$ cat config.mk
export PLATFORM = sky130hd
export DESIGN_NAME = mark_lead_tx
export DESIGN_NICKNAME = d
export VERILOG_FILES = /design/src/rtl/mlt_pkg.sv /design/src/rtl/mlt_hold_reg.sv /design/src/rtl/mlt_shifter.sv /design/src/rtl/mlt_seq.sv /design/src/rtl/mark_lead_tx.sv
export SDC_FILE = /design/constraint.sdc
export NUM_CORES = 1
export LEC_CHECK = 0
export BUFFER_PORTS_ARGS = -buffer_cell sky130_fd_sc_hd__buf_2
export CAP_MARGIN = 20
export CORE_MARGIN = 2
export CORE_UTILIZATION = 27
export CTS_BUF_LIST = sky130_fd_sc_hd__clkbuf_8 sky130_fd_sc_hd__clkbuf_16
export CTS_CLUSTER_DIAMETER = 60
export DETAILED_ROUTE_END_ITERATION = 10
export PLACE_DENSITY_LB_ADDON = 0.25
export SLEW_MARGIN = 30
export SYNTH_ARGS = -nofsm -noshare
export SYNTH_HDL_FRONTEND = slang
export SYNTH_SLANG_ARGS = --single-unit
$ cat constraint.sdc
create_clock -name clk -period 1.7 [get_ports clk]
set_input_delay 0.34 -clock clk [delete_from_list [all_inputs] [get_ports clk]]
set_output_delay 0.34 -clock clk [all_outputs]
set_load 0.02 [all_outputs]
$ cat src/rtl/mlt_pkg.sv
package mlt_pkg;
    typedef enum logic [2:0] {
        S_OFF   = 3'd0,
        S_LEAD  = 3'd1,
        S_READY = 3'd2,
        S_SHIFT = 3'd3,
        S_STOP  = 3'd4
    } mlt_state_e;
endpackage

$ cat src/rtl/mlt_hold_reg.sv
// Holding register and its empty flag; a CPU write beats a same-cycle load.
module mlt_hold_reg #(
    parameter int DATA_W = 8
) (
    input  logic              clk,
    input  logic              rst_n,
    input  logic              wr_stb,
    input  logic [DATA_W-1:0] wr_data,
    input  logic              load,
    output logic [DATA_W-1:0] hold_q,
    output logic              empty_q
);
    always_ff @(posedge clk or negedge rst_n) begin
        if (!rst_n) begin
            hold_q  <= '0;
            empty_q <= 1'b1;
        end else if (wr_stb) begin
            hold_q  <= wr_data;
            empty_q <= 1'b0;
        end else if (load) begin
            empty_q <= 1'b1;
        end
    end
endmodule

$ cat src/rtl/mlt_shifter.sv
// Right-shifting register; bit 0 is the next data bit to go out.
module mlt_shifter #(
    parameter int DATA_W = 8
) (
    input  logic              clk,
    input  logic              rst_n,
    input  logic              load,
    input  logic              shift,
    input  logic [DATA_W-1:0] par_in,
    output logic              lsb
);
    logic [DATA_W-1:0] sr_q;

    always_ff @(posedge clk or negedge rst_n) begin
        if (!rst_n) begin
            sr_q <= '0;
        end else if (load) begin
            sr_q <= par_in;
        end else if (shift) begin
            sr_q <= {1'b0, sr_q[DATA_W-1:1]};
        end
    end

    assign lsb = sr_q[0];
endmodule

$ cat src/rtl/mlt_seq.sv
// Frame sequencer: lead-in, ready, data shifting, stop.
module mlt_seq
    import mlt_pkg::*;
#(
    parameter int DATA_W    = 8,
    parameter int LEAD_BITS = 10
) (
    input  logic       clk,
    input  logic       rst_n,
    input  logic       tx_en,
    input  logic       bit_tick,
    input  logic       empty,
    input  logic       sr_lsb,
    output logic       load,
    output logic       shift,
    output logic       txd,
    output mlt_state_e state
);
    localparam int MAX_CNT = (LEAD_BITS > DATA_W) ? LEAD_BITS : DATA_W;
    localparam int CNT_W   = $clog2(MAX_CNT + 1);
    localparam logic [CNT_W-1:0] LEAD_LAST = CNT_W'(LEAD_BITS - 1);
    localparam logic [CNT_W-1:0] DATA_LAST = CNT_W'(DATA_W - 1);

    mlt_state_e       state_q, state_d;
    logic [CNT_W-1:0] cnt_q;
    logic             txd_q;

    // Strobes to the datapath
    assign load  = tx_en && bit_tick && (state_q == S_READY) && !empty;
    assign shift = tx_en && bit_tick && (state_q == S_SHIFT);

    // Next-state logic
    always_comb begin
        state_d = state_q;
        if (!tx_en) begin
            state_d = S_OFF;
        end else begin
            unique case (state_q)
                S_OFF:   state_d = S_LEAD;
                S_LEAD:  if (bit_tick && cnt_q == LEAD_LAST) state_d = S_READY;
                S_READY: if (bit_tick && !empty) state_d = S_SHIFT;
                S_SHIFT: if (bit_tick && cnt_q == DATA_LAST) state_d = S_STOP;
                S_STOP:  if (bit_tick) state_d = S_READY;
                default: state_d = S_OFF;
            endcase
        end
    end

    // State register
    always_ff @(posedge clk or negedge rst_n) begin
        if (!rst_n) state_q <= S_OFF;
        else        state_q <= state_d;
    end

    // Outputs: line level and bit counter
    always_ff @(posedge clk or negedge rst_n) begin
        if (!rst_n) begin
            txd_q <= 1'b1;
            cnt_q <= '0;
        end else if (!tx_en) begin
            txd_q <= 1'b1;
            cnt_q <= '0;
        end else if (bit_tick) begin
            unique case (state_q)
                S_OFF: begin
                    txd_q <= 1'b1;
                    cnt_q <= '0;
                end
                S_LEAD: begin
                    txd_q <= 1'b1;
                    cnt_q <= (cnt_q == LEAD_LAST) ? '0 : cnt_q + 1'b1;
                end
                S_READY: begin
                    txd_q <= empty;
                    cnt_q <= '0;
                end
                S_SHIFT: begin
                    txd_q <= sr_lsb;
                    cnt_q <= (cnt_q == DATA_LAST) ? '0 : cnt_q + 1'b1;
                end
                S_STOP: begin
                    txd_q <= 1'b1;
                    cnt_q <= '0;
                end
                default: begin
                    txd_q <= 1'b1;
                    cnt_q <= '0;
                end
            endcase
        end else if (state_q == S_OFF) begin
            cnt_q <= '0;
        end
    end

    assign txd   = txd_q;
    assign state = state_q;
endmodule

$ cat src/rtl/mark_lead_tx.sv
module mark_lead_tx
    import mlt_pkg::*;
#(
    parameter int DATA_W    = 8,
    parameter int LEAD_BITS = 10
) (
    input  logic              clk,
    input  logic              rst_n,
    input  logic              tx_en,
    input  logic              bit_tick,
    input  logic              wr_stb,
    input  logic [DATA_W-1:0] wr_data,
    input  logic              irq_en,
    output logic              txd,
    output logic              pin_dir_out,
    output logic              buf_empty,
    output logic              irq
);
    logic              load, shift, sr_lsb;
    logic [DATA_W-1:0] hold_q;
    mlt_state_e        state;

    mlt_hold_reg #(.DATA_W(DATA_W)) u_hold (
        .clk(clk), .rst_n(rst_n), .wr_stb(wr_stb), .wr_data(wr_data),
        .load(load), .hold_q(hold_q), .empty_q(buf_empty)
    );

    mlt_shifter #(.DATA_W(DATA_W)) u_shift (
        .clk(clk), .rst_n(rst_n), .load(load), .shift(shift),
        .par_in(hold_q), .lsb(sr_lsb)
    );

    mlt_seq #(.DATA_W(DATA_W), .LEAD_BITS(LEAD_BITS)) u_seq (
        .clk(clk), .rst_n(rst_n), .tx_en(tx_en), .bit_tick(bit_tick),
        .empty(buf_empty), .sr_lsb(sr_lsb), .load(load), .shift(shift),
        .txd(txd), .state(state)
    );

    assign pin_dir_out = tx_en;
    assign irq         = buf_empty & irq_en;
endmodule

==> reports/metrics.yaml <==
skew_ns: 0.00401
crit_required_ns: 1.90
cap_violations: 0
cts_tree: "built"
area_growth_pct: 15.0
nNetsFinal: 157
drtPass1Iterations: 5
diodes: 0
rows: 24
grt_max_degree: 26
powerDensity_nw_per_um2: 811
ys_seq_area_share_pct: 51.7
drc: 0
placed_area_um2: 1350
cp_max_fo: 5
fillCellCount: 468
finalHoldViolCount: 0
die_w_um: 71.1
io_pins: 18
fmax_mhz: 643
clkLatencyLatePin_ns: 0.27
place_ws_ns: 0.160
grt_pass1_vias: 917
startpoint_type: "flop"
worst_pin_slew_ns: 0.552
core_area_um2: 4350
stdcell_area_um2: 1400
start_util_pct: 27.9
initialDrtViolationCount: 55
die_h_um: 71.1
syn_nets: 138
synth_cells: 122
cts-root-buf: "clkbuf_8"
tns_ns: 0
postLayoutCoreUtil_pct: 32.1
synth_edf_count: 0
postRouteAntennaNets: 0
finalMaxSlewViolations: 0
arrival_ns: 1.75
rsz0062_at_grt: "no"
critPathCaptureType: "flop"
ir_worst_vdd_mv: 0.544
finalWirelength_um: 2330
clkSlewWorstSetupHoldPaths_ns: 0.09
postCtsSetupRepairBufs: 0
switching_share_pct: 24.2
max_slew_margin_pct: 63.2
cts_buffer_depth: 2
synth_warnings: 0
synth_area_um2: 1210
drive_gt1_share_pct: 27.9
setup_violations: 0
p_int_mw: 0.859
status: "complete, no violations"
comb_power_share_pct: 8.6
synth.distinct_cells: 36
grt_pass1_wl_um: 4150
fin_crit_ns: 1.56
ys_seq_elements: 25
viasPerCell: 4.84
cts_hold_buf: 0
port_buffers: 17
dieArea_um2: 5050
fin_crit_sh_pct: 91.5
multi_input_area_um2: 524
leakage_nw: 0.605
overflow: 0
vias: 930
hp-class: "in -> async"
setup_ws_ns: 0.144
cts-resized-gates: 0
wl_per_cell_um: 12.1
ctsHtreeMaxLevel: 1
placed_cells: 188
layout_common_cells: "dfrtp_1 (23), nand2_1 (22), buf_2 (17)"
crit_type: "reg -> reg"
synth-main-ff-cell: "dfrtp_1"
dp_hpwl_um: 1680
power_mw: 1.13
gp_congestion: 0.708
syn_area_per_cell_um2: 9.96
stdcell_count: 192
share_seq_of_total_power_pct: 58.7
cts.sinks: 25
antenna_found_initial: 0
numCtsBuffers: 3
r2r_slack_ns: 0.14
final-seq-area_um2: 628
p_sw_mw: 0.274
async_flop_share_pct: 100
fin_hold_ws_ns: 0.0420
pwr-share-clk_pct: 32.6
grt_util_all_layers_pct: 10.4
layout_commonest_cell: "dfrtp_1"
## cell type report
class	count	share of cell area (%)
inverters	4	1.07
clock buffers	3	2.95
multi-input cells	86	37.5
well taps	52	4.66
repair buffers	21	8.24
clock inverters	1	0.627
flip-flops and latches	25	44.9
## critical path: stages, from the launching register on
cell and delay, ns:
dfrtp_1 0.43, ha_1 0.26, and4b_1 0.24, or3_1 0.38
o21ai_0 0.17
## Yosys cell counts (3+ instances only)
cell type	number	area [µm²]
a31oi_1	7	43.8
dfrtp_1	23	576
inv_1	4	15.0
mux2_2	7	78.8
nand2_1	22	82.6
nand3b_1	3	22.5
nor2_1	12	45.0
o21ai_0	6	30.0
## flip-flops by register name, indices dropped and copies added (netlist names)
register        cells
u_hold.empty_q      1
u_hold.hold_q       8
u_seq.cnt_q         4
u_seq.state         3
u_seq.txd           1
u_shift.sr_q        8
## metal layers
layer  vias up  global-route usage (%)  wire length, µm
li1        460                       -                -
met3         2                    3.42              125
met4         0                    2.52               11
met1       445                    12.7             1110
met2        23                    17.9             1080
met5         -                       0                0
## power groups by stage
| stage | Combinational (mW) | Clock (mW) | Sequential, mW |
|---|---|---|---|
| final | 0.0978 | 0.370 | 0.666 |
| after global routing | 0.114 | 0.428 | 0.672 |
| after CTS | 0.102 | 0.393 | 0.666 |
| after detailed placement | 0.102 | 0 | 0.677 |
| after global placement | 0.0967 | 0 | 0.676 |
| after floorplan | 0.0631 | 0 | 0.669 |
## cells by family after synthesis
| group | synth area share [%] |
|---|---|
| buffers and inverters | 5.15 |
| AND/OR/NAND/NOR | 22.8 |
| flip-flops | 51.7 |
| AO/OA/AOI/OAI | 11.8 |
| adder cells (fa/ha/maj) | 2.06 |
| multiplexers | 6.49 |
## worst paths after layout
path,startpoint,endpoint,cells after the start
min,rst_n,u_seq.cnt_q[2]$_DFFE_PN0P_,1
min in group clk,wr_data[4],u_hold.hold_q[4]$_DFFE_PN0P_,2
max reg2reg,u_seq.cnt_q[0]$_DFFE_PN0P_,u_seq.cnt_q[3]$_DFFE_PN0P_,4
max,u_seq.cnt_q[0]$_DFFE_PN0P_,u_seq.cnt_q[3]$_DFFE_PN0P_,4
min reg2reg,u_hold.empty_q$_DFFE_PN1P_,u_hold.empty_q$_DFFE_PN1P_,2
max in group asynchronous,rst_n,u_seq.txd$_DFFE_PN1P_,1
(Power assumes the default switching activity.)
